`src/rtl/adc_cmd_port.sv`:
```
module adc_cmd_port #(
  parameter int NCH        = 4,
  parameter int RES_W      = 24,
  parameter int FIRST_LAT  = 2966,
  parameter int STEADY_LAT = 2560,
  parameter int CAL_LAT    = 3000
) (
  input  logic                     clk,
  input  logic                     rst_n,
  input  logic                     sclk_pulse,
  input  logic                     sdi,
  output logic                     sdo,
  input  logic                     pre_we,
  input  logic [1:0]               pre_idx,
  input  logic [2*$clog2(NCH)-1:0] pre_data,
  input  logic [RES_W-1:0]         conv_data,
  output logic                     conv_active,
  output logic [$clog2(NCH):0]     sel_chan
);
  localparam int CH_W   = $clog2(NCH);
  localparam int FLAGS  = 8;
  localparam int WORD_W = 32;
  localparam int FRAME  = FLAGS + WORD_W;
  localparam int MAXL   = (FIRST_LAT > STEADY_LAT) ?
                          ((FIRST_LAT > CAL_LAT) ? FIRST_LAT : CAL_LAT) :
                          ((STEADY_LAT > CAL_LAT) ? STEADY_LAT : CAL_LAT);
  localparam int CW     = $clog2(MAXL + 1);

  typedef enum logic [2:0] {S_CMD, S_BUSY, S_RDY, S_READ, S_CAL} st_t;

  st_t               st;
  logic [6:0]        sh;
  logic [2:0]        bcnt;
  logic [2:0]        ptr;
  logic              cont;
  logic [CW-1:0]     cnt;
  logic [RES_W-1:0]  res;
  logic [5:0]        idx;
  logic [7:0]        flg;
  logic [2*CH_W-1:0] csr [4];

  logic [2:0]        code;
  logic [WORD_W-1:0] word;
  logic [5:0]        widx;
  logic [CH_W-1:0]   fld;

  assign code = {sh[1:0], sdi};
  assign word = {res, ptr, {(WORD_W-RES_W-3){1'b0}}};
  assign widx = 6'(FRAME - 1) - idx;
  assign fld  = csr[ptr[2:1]][ptr[0]*CH_W +: CH_W];

  assign sel_chan    = {1'b0, fld} + 1'b1;
  assign conv_active = (st == S_BUSY) || (st == S_RDY && cont);
  assign sdo = (st == S_RDY)  ? 1'b0 :
               (st == S_READ) ? ((idx < 6'(FLAGS)) ? 1'b0 : word[widx[4:0]]) :
               1'b1;

  always_ff @(posedge clk or negedge rst_n) begin
    if (!rst_n) begin
      st   <= S_CMD;
      sh   <= '0;
      bcnt <= '0;
      ptr  <= '0;
      cont <= 1'b0;
      cnt  <= '0;
      res  <= '0;
      idx  <= '0;
      flg  <= '0;
      for (int k = 0; k < 4; k++) csr[k] <= '0;
    end else begin
      if (pre_we) csr[pre_idx] <= pre_data;
      case (st)
        S_CMD: if (sclk_pulse) begin
          sh   <= {sh[5:0], sdi};
          bcnt <= bcnt + 3'd1;
          if (bcnt == 3'd7 && sh[6]) begin
            ptr  <= sh[4:2];
            cont <= sh[5];
            if (code == 3'd0) begin
              st  <= S_BUSY;
              cnt <= CW'(FIRST_LAT - 1);
            end else begin
              st  <= S_CAL;
              cnt <= CW'(CAL_LAT - 1);
            end
          end
        end
        S_BUSY: if (cnt == '0) begin
          res <= conv_data;
          st  <= S_RDY;
          idx <= '0;
          cnt <= CW'(STEADY_LAT - 1);
        end else cnt <= cnt - 1'b1;
        S_RDY: if (sclk_pulse) begin
          st  <= S_READ;
          idx <= 6'd1;
          flg <= {flg[6:0], sdi};
        end else if (cont) begin
          if (cnt == '0) begin
            res <= conv_data;
            cnt <= CW'(STEADY_LAT - 1);
          end else cnt <= cnt - 1'b1;
        end
        S_READ: if (sclk_pulse) begin
          idx <= idx + 6'd1;
          if (idx < 6'(FLAGS)) flg <= {flg[6:0], sdi};
          if (idx == 6'(FRAME - 1)) begin
            if (!cont) st <= S_CMD;
            else if (flg == 8'hFF) begin
              st   <= S_CMD;
              cont <= 1'b0;
            end else begin
              st  <= S_BUSY;
              cnt <= CW'(STEADY_LAT - 1);
            end
          end
        end
        S_CAL: if (cnt == '0) st <= S_CMD;
               else cnt <= cnt - 1'b1;
        default: st <= S_CMD;
      endcase
    end
  end

  // a byte without the command flag leaves the port in command mode
  a_r2_ignore_noflag: assert property (@(posedge clk) disable iff (!rst_n)
    (st == S_CMD && sclk_pulse && bcnt == 3'd7 && !sh[6]) |=> (st == S_CMD));

  // a single conversion returns to command mode after its frame
  a_r6_single_return: assert property (@(posedge clk) disable iff (!rst_n)
    (st == S_READ && sclk_pulse && idx == 6'(FRAME - 1) && !cont) |=> (st == S_CMD && sdo));

  // a frame that keeps continuous mode restarts with the steady latency
  a_r7_steady_reload: assert property (@(posedge clk) disable iff (!rst_n)
    (st == S_READ && sclk_pulse && idx == 6'(FRAME - 1) && cont && flg != 8'hFF)
    |=> (st == S_BUSY && cnt == CW'(STEADY_LAT - 1)));

  // all-ones flags end continuous mode
  a_r8_exit: assert property (@(posedge clk) disable iff (!rst_n)
    (st == S_READ && sclk_pulse && idx == 6'(FRAME - 1) && cont && flg == 8'hFF)
    |=> (st == S_CMD && !cont && !conv_active));

  // calibration never flags a result
  a_r10_cal_quiet: assert property (@(posedge clk) disable iff (!rst_n)
    (st == S_CAL) |-> (sdo && !conv_active));

  // strobes during a conversion leave pointer and mode alone
  a_r11_busy_discard: assert property (@(posedge clk) disable iff (!rst_n)
    (st == S_BUSY && sclk_pulse) |=> ($stable(ptr) && $stable(cont)));
endmodule

```
`config.mk`:
```
export PLATFORM = sky130hd
export DESIGN_NAME = adc_cmd_port
export DESIGN_NICKNAME = d
export VERILOG_FILES = /design/src/rtl/adc_cmd_port.sv
export SDC_FILE = /design/constraint.sdc
export NUM_CORES = 1
export LEC_CHECK = 0
export CORE_UTILIZATION = 55
export DETAILED_ROUTE_END_ITERATION = 8
export GPL_TIMING_DRIVEN = 0
export PLACE_DENSITY = 0.87
export SKIP_CTS_REPAIR_TIMING = 1
export SLEW_MARGIN = 30
export SYNTH_ARGS = -nofsm -noshare
export SYNTH_HDL_FRONTEND = slang
export SYNTH_SLANG_ARGS = --single-unit
```
`constraint.sdc`:
```
create_clock -name clk -period 3.95 [get_ports clk]
set_input_delay 0.5925 -clock clk [delete_from_list [all_inputs] [get_ports clk]]
set_output_delay 0.5925 -clock clk [all_outputs]
set_load 0.1 [all_outputs]
```
After elaboration in Yosys (flattened, before gate mapping) --
Cells that the tools add are included.
Operators by class: reductions and logical operators 20, $add $sub $neg 5, muxes and demuxes 53, order comparisons 5, shift-type cells 1, equality and inequality tests 20, bitwise gates (word level) 2
Operators by type and width (count):
- $mux W12 | 10
- $mux W24 | 3
- $pmux W12 S5 | 1
- $pmux W24 S2 | 1
- $mux W3 | 8
- $mux W6 | 4
- $mux W8 | 3
- $ne A2 B2 Y1 const B | 10
- $pmux W6 S3 | 1
- $bwmux W16 | 1
- $pmux W8 S2 | 1
- $pmux W3 S5 | 1
- $logic_not A12 Y1 | 1
- $mux W1 | 12
- $mux W4 | 3
- $sub A12 B1 Y12 const B | 1
- $reduce_and A10 Y1 | 1
- $bmux W4 S2 | 1
- $demux W4 S2 | 1
- $eq A8 B8 Y1 const B | 1
- $reduce_and A4 Y1 | 2
- $reduce_and A7 Y1 | 1
- $add A6 B1 Y6 const B | 1
- $eq A3 B2 Y1 const B | 2
- other kinds (24) | 35
Word-level totals: register bits 83, logic and storage cells 119

Logic depth before layout (Yosys ltp) --
Gate-level depths: netlist of run 1.
depth after elaboration 6, mapped depth 9, mapped depth without buffers 8

Worst setup path before layout of run 1 --
OpenSTA, ideal clock, no wires.
kind register to output, from register ptr[1], to output port sel_chan[1], cell stages (with the launch flop) 6, arrival 3.758 ns, slack -0.401 ns, path buffers 1, cell sequence dfrtp_1 > clkbuf_1 > mux4_2 > mux2i_1 > inv_1 > ha_1
On the way: longest elaborated chain between the ends 6
RTL lines:
- start: declaration | RTL line 34 | logic [2:0] ptr;
- start signal: assignment | RTL line 77 | ptr <= sh[4:2];
- $not A2 Y3 (not written as such) | RTL line 50 | assign fld = csr[ptr[2:1]][ptr[0]*CH_W +: CH_W];
- $bmux W4 S2 | RTL line 50
- $mux W4 (not written as such) (2 in a row) | RTL line 50
- $shiftx A4 B3 Y2 | RTL line 50
- $add A2 B1 Y3 | RTL line 52 | assign sel_chan = {1'b0, fld} + 1'b1;
- end: declaration | RTL line 18 | output logic [$clog2(NCH):0] sel_chan
No other way between the ends. The select of a mux whose other input is x is not followed.

Final worst setup path of run 1 --
from register idx[0], to output port sdo
On the way: longest elaborated chain between the ends 6
RTL lines:
- start: declaration | RTL line 38 | logic [5:0] idx;
- start signal: assignment | RTL line 105 | idx <= idx + 6'd1;
- $sub A3 B5 Y5 | RTL line 49 | assign widx = 6'(FRAME - 1) - idx;
- $bmux W1 S5 | RTL line 55 | (st == S_READ) ? ((idx < 6'(FLAGS)) ? 1'b0 : word[widx[4:0]]) :
- $mux W1 (not written as such) | RTL line 55
- $mux W1 * (2 in a row) | RTL line 55
- $mux W1 * | RTL line 54 | assign sdo = (st == S_RDY) ? 1'b0 :
- end: declaration | RTL line 12 | output logic sdo,
Every way passes the cells marked *; elsewhere a longest branch is shown, timed or not. The select of a mux whose other input is x is not followed.

==> flow_metrics.py, run 1 <==
metrics = {
    "global_route": {
        "antenna_found_initial": 0,
        "grt_pass1_vias": 2999,
        "grt_usage": 0.238,
        "grt_pass1_wl_mm": 14.1,
        "grt_remaining_overflow": 0,
        "grt_max_degree": 73,
    },
    "die": {
        "core_area_mm2": 0.00733,
        "die_x_um": 89.7,
        "fp-row-count": 31,
        "initial_core_util": 0.577,
        "die_y_um": 89.7,
        "die_area_mm2": 0.00804,
        "io_pins": 40,
    },
    "clocking": {
        "htreeDepth": 3,
        "cts_made_buffers": 9,
        "cts_sinks": 83,
        "clock_latency_ns": 0.36,
        "clk_pin_slew_worst_paths_ns": 0.08,
        "cts_max_path_buffers": 2,
        "cts-root-buf": "clkbuf_8",
        "cts_tree": "yes",
    },
    "synthesis": {
        "async_flop_share": 1.00,
        "yosys.cell_types.count": 56,
        "yosys_warnings": 0,
        "syn_nets": 401,
        "synth-seq-cells": 83,
        "netlist_area_mm2": 0.00423,
        "synth_area_per_cell_um2": 11.8,
        "synth_edf_count": 0,
        "syn_inst": 359,
        "synth_seq_area_share": 0.491,
        "synthFlopType": "dfrtp_1",
    },
    "critical_path": {
        "r2r_cells": 8,
        "path_delay_family": "buffers and inverters",
        "cp-end-kind": "output pin",
        "worstSetupPathType": "reg -> out",
        "crit_path_frequent_cell": "mux2i_1",
        "reg2reg_slack_ns": 1.32,
        "cp_max_fo": 10,
        "worst_path_largest_cell_delay_ns": 0.75,
        "cp-start-kind": "register",
        "path_buf_inv": 2,
        "critPathRequiredTime_ns": 3.36,
        "crit_arrival_ns": 3.07,
        "cpMaxStageDelayCell": "dlymetal6s2s_1",
        "worst_r2r_startpoint": "cnt[0]",
        "timing.rr.end": "cnt[10]",
        "path_depth": 8,
        "worstPathCellList": "buf_1, mux2i_1, o22ai_1, mux2i_1, o21ai_0, o2111ai_1, nand3_1, dlymetal6s2s_1",
    },
    "place": {
        "post-dp-hpwl_mm": 6.07,
        "portBuffers": 39,
        "routabilityCongestion": 0.869,
        "dp_slack_ns": 0.319,
    },
    "timing": {
        "clock.fmax_mhz": 273,
        "finalCritPeriodShare": 0.927,
        "setup_viol": 0,
        "slew_violations": 0,
        "fin_crit_ns": 3.66,
        "hold_viol": 0,
        "slew_headroom": 0.348,
        "timing.final.ws_setup_ns": 0.290,
        "skew_ns": 0.00857,
        "worst_pin_slew_ns": 0.976,
        "rsz0062_at_grt": "no",
    },
    "layout": {
        "multiInputGateArea_mm2": 0.00205,
        "finish.utilization": 0.681,
        "num-nets-final": 452,
        "syn_to_final_growth_pct": 18.1,
        "drive_above_1_share": 0.243,
        "seqCellArea_mm2": 0.00208,
        "antenna_cells": 0,
        "nFillCells": 526,
    },
    "route": {
        "routed_wl_mm": 8.45,
        "drt-wirelength-per-cell_um": 16.4,
        "topRoutingLayerUsed": "met4",
        "firstDrtPassIters": 5,
        "drc": 0,
        "drt-initial-drc-count": 160,
        "dr_total_vias": 3086,
        "met1_length_mm": 3.72,
        "wl_met3_um": 369,
        "wl_met2_mm": 4.24,
        "ant_nets": 0,
        "via_per_inst": 6.00,
    },
    "min_path": {
        "hp-class": "in -> async",
    },
    "run_status": {
        "status": "finished, final reports clean",
    },
    "run": {
        "maxCapViolCount": 0,
    },
    "power_and_ir_drop": {
        "powerDensity_mw_per_mm2": 713,
        "ir_drop_uv": 865,
        "leakage_nw": 2.14,
    },
}
## cells by family after synthesis
| logic type | share of synthesized area |
|---|---|
| compound gates | 0.109 |
| xor+xnor | 0.00414 |
| fa+ha+maj | 0.0231 |
| buf+inv | 0.0246 |
| flops | 0.491 |
| mux | 0.230 |
| simple gates | 0.118 |
## stage by stage
step / hold slack [ns] / cell area [um2] / TNS (ns) / std cells / total power [W]
floorplan: 0.297 / 4230 / 0 / 359 / 0.00253
CTS: 0.0323 / 4990 / -0.0967 / 514 / 0.00358
finish: 0.0371 / 4990 / 0 / 514 / 0.00356
global placement: 0.462 / 4750 / -43.91 / 497 / 0.00285
global route: 0.0287 / 4990 / 0 / 514 / 0.00379
detailed placement: 0.421 / 4780 / 0 / 498 / 0.00292
## worst reg2reg max path, cell delays in order, from the launching register on
cell and delay, ns:
dfrtp_1 0.41, inv_1 0.15, ha_1 0.17, or4b_1 0.51, nor3_1 0.41, or3_1 0.23
o211ai_2 0.19, and2_1 0.25, a22o_1 0.20
## cell usage after synthesis, types with 3 or more instances
library cell / number / area (um2)
a21oi_1: 10 / 50.1
a22o_1: 8 / 70.1
buf_1: 5 / 18.8
clkbuf_1: 10 / 37.5
dfrtp_1: 83 / 2080
ha_1: 7 / 87.6
inv_1: 7 / 26.3
mux2_2: 62 / 698
mux2i_1: 5 / 50.1
mux4_2: 10 / 225
nand2_1: 22 / 82.6
nand2b_1: 6 / 37.5
nand3_1: 7 / 35.0
nand3b_1: 4 / 30.0
nand4_1: 5 / 31.3
nor2_1: 20 / 75.1
nor3_1: 12 / 60.1
o21ai_0: 22 / 110
o22ai_1: 3 / 18.8
o31ai_1: 4 / 30.0
or3_1: 3 / 18.8
## registers in the layout, summed over array words and instances (netlist names)
signal and cells:
ptr 3, cnt 12, cont 1, res 24, csr 16, idx 6
bcnt 3, sh 7, flg 8, st 3
## how the worst max path moves through the flow
stage | startpoint | end | slack [ns]
final | idx[0] | sdo | 0.29
after global routing | idx[0] | sdo | 0.05
after CTS | idx[0] | sdo | -0.1
after detailed placement | idx[0] | sdo | 0.32
after global placement | rst_n | csr[5] | -0.53
after floorplan | ptr[1] | sel_chan[1] | 0.17
## power by group
part	total, W	switching [W]	internal (W)
Clock	0.000651	0.000307	0.000345
Combinational	0.00166	0.00101	0.000649
Sequential	0.00125	0.000182	0.00107
## area by class of cell
| class | count | area share |
|---|---|---|
| timing repair buffer | 40 | 0.0849 |
| clock buffer | 13 | 0.0338 |
| sequential | 83 | 0.416 |
| clock inverter | 3 | 0.00902 |
| buffer | 18 | 0.0155 |
| multi-input combinational | 251 | 0.411 |
| tap | 99 | 0.0248 |
| inverter | 7 | 0.00526 |
## metal layers
metal | up-vias | GRT usage
met3 | 15 | 0.0512
met5 | - | 0
li1 | 1440 | -
met4 | 0 | 0.0736
met1 | 1538 | 0.315
met2 | 93 | 0.394
## placed cells by master (no fill, tap or decap), drive strengths merged, types with 3 or more instances in the layout
| cell type | n |
|---|---|
| o22ai | 3 |
| clkbuf | 23 |
| o31ai | 4 |
| or3 | 4 |
| o211ai | 3 |
| nand3b | 4 |
| inv | 7 |
| ha | 7 |
| mux2 | 62 |
| clkdlybuf4s50 | 36 |
| a21oi | 11 |
| nor2 | 20 |
| nor3 | 12 |
| o21ai | 23 |
| dfrtp | 83 |
| nand3 | 7 |
| nand2b | 7 |
| a22o | 8 |
| buf | 10 |
| nand4 | 5 |
| mux4 | 10 |
| nand2 | 22 |
| mux2i | 5 |
Power figures use the tool's default switching activity.
==> run 2: changes to the inputs <==
- CORE_UTILIZATION: 55 -> 60
- PLACE_DENSITY: 0.87 -> 0.93
==> flow_metrics.py, run 2 (same netlist as run 1, synthesis figures left out) <==
metrics = {
    "place": {
        "routabilityCongestion": 0.865,
        "portBuffers": 39,
        "placed_cell_area_mm2": 0.00477,
        "post-dp-hpwl_mm": 6.35,
    },
    "layout": {
        "syn_to_final_growth_pct": 17.3,
        "nFillCells": 455,
        "drive_above_1_share": 0.246,
        "top_register": "res",
        "layout_common_cells": "dfrtp_1, mux2_2, clkdlybuf4s50_1, nand2_1, o21ai_0",
        "post-route-cell-area_mm2": 0.00496,
        "num-nets-final": 452,
        "antenna_cells": 0,
        "largest_reg_flops": 24,
        "largestRegisters": "res (24), csr (16), cnt (12)",
        "finish.utilization": 0.730,
        "final_common_cell": "dfrtp_1",
    },
    "global_route": {
        "grt_remaining_overflow": 0,
        "grt_pass1_vias": 3097,
        "grt_pass1_wl_mm": 14.8,
        "grt_usage": 0.263,
        "antenna_found_initial": 0,
        "grt_max_degree": 73,
    },
    "die": {
        "initial_core_util": 0.622,
        "die_x_um": 86.0,
        "die_area_mm2": 0.00739,
        "fp-row-count": 30,
        "die_y_um": 86.0,
        "io_pins": 40,
        "core_area_mm2": 0.00679,
    },
    "critical_path": {
        "cp-start-kind": "register",
        "cp-end-kind": "output pin",
        "path_buf_inv": 2,
        "crit_path_frequent_cell": "mux2i_1",
        "worst_r2r_startpoint": "cnt[0]",
        "critPathRequiredTime_ns": 3.36,
        "reg2reg_slack_ns": 1.27,
        "path_depth": 8,
        "cpMaxStageDelayCell": "dlymetal6s2s_1",
        "crit_arrival_ns": 3.05,
        "cp_max_fo": 10,
        "worstPathCellList": "buf_1, mux2i_1, o22ai_1, mux2i_1, o21ai_0, o2111ai_1, nand3_1, dlymetal6s2s_1",
        "worst_path_largest_cell_delay_ns": 0.78,
        "worstSetupPathType": "reg -> out",
        "path_delay_family": "buffers and inverters",
        "timing.rr.end": "cnt[10]",
        "r2r_cells": 8,
    },
    "clocking": {
        "clock_latency_ns": 0.36,
        "htreeDepth": 3,
        "cts_made_buffers": 9,
        "cts-root-buf": "clkbuf_8",
        "cts_tree": "yes",
        "cts_sinks": 83,
        "cts_max_path_buffers": 2,
        "clk_pin_slew_worst_paths_ns": 0.09,
    },
    "run_status": {
        "status": "finished, final reports clean",
    },
    "timing": {
        "slew_headroom": 0.326,
        "hold_viol": 0,
        "rsz0062_at_grt": "no",
        "skew_ns": 0.00449,
        "finalCritPeriodShare": 0.922,
        "setup_viol": 0,
        "fin_crit_ns": 3.64,
        "clock.fmax_mhz": 275,
        "slew_violations": 0,
        "timing.setup.tns_ns": 0,
        "worst_pin_slew_ns": 1.01,
    },
    "power_and_ir_drop": {
        "ir_drop_uv": 511,
        "powerDensity_mw_per_mm2": 706,
        "leakage_nw": 2.12,
    },
    "route": {
        "firstDrtPassIters": 5,
        "dr_total_vias": 3125,
        "ant_nets": 0,
        "drt-wirelength-per-cell_um": 17.4,
        "via_per_inst": 6.12,
        "routed_wl_mm": 8.87,
        "drt-initial-drc-count": 179,
        "drc": 0,
    },
    "min_path": {
        "hp-class": "in -> async",
    },
    "run": {
        "maxCapViolCount": 0,
    },
}
-- run 2: worst max path at each step --
| stage | startpoint | endpoint |
|---|---|---|
| after CTS | idx[0] | sdo |
| after global routing | idx[0] | sdo |
| after global placement | rst_n | csr[9] |
| after floorplan | ptr[1] | sel_chan[1] |
| after detailed placement | idx[0] | sdo |
| final | idx[0] | sdo |
-- run 2: per-layer routing --
layer,part of all wire,track usage,up-vias
li1,-,-,1437
met2,0.50,0.426,106
met3,0.045,0.0529,20
met1,0.43,0.353,1562
met4,0.021,0.0970,0
met5,0,0,-
-- run 2: power breakdown --
part	switching, W	internal (W)	total, W
combinational	0.00102	0.000647	0.00167
clock	0.000338	0.000237	0.000575
sequential	0.000189	0.00107	0.00126
-- run 2: through the flow --
stage / cells / setup slack [ns] / hold WS, ns / total power (W)
CTS: 511 / -0.112 / 0.0292 / 0.00350
detailed placement: 495 / 0.315 / 0.419 / 0.00293
finish: 511 / 0.307 / 0.0351 / 0.00350
global placement: 494 / -0.521 / 0.462 / 0.00284
floorplan: 359 / 0.168 / 0.297 / 0.00253
global route: 511 / 0.130 / 0.0242 / 0.00371
-- run 2: final cells by class --
class / instances / area, um2 / area share
clock buffers: 9 / 124 / 0.0250
well taps: 96 / 120 / 0.0242
multi-input cells: 251 / 2050 / 0.414
flip-flops and latches: 83 / 2080 / 0.419
repair buffers: 40 / 424 / 0.0855
inverters: 7 / 26.3 / 0.00530
clock inverters: 7 / 58.8 / 0.0119
plain buffers: 18 / 77.6 / 0.0156
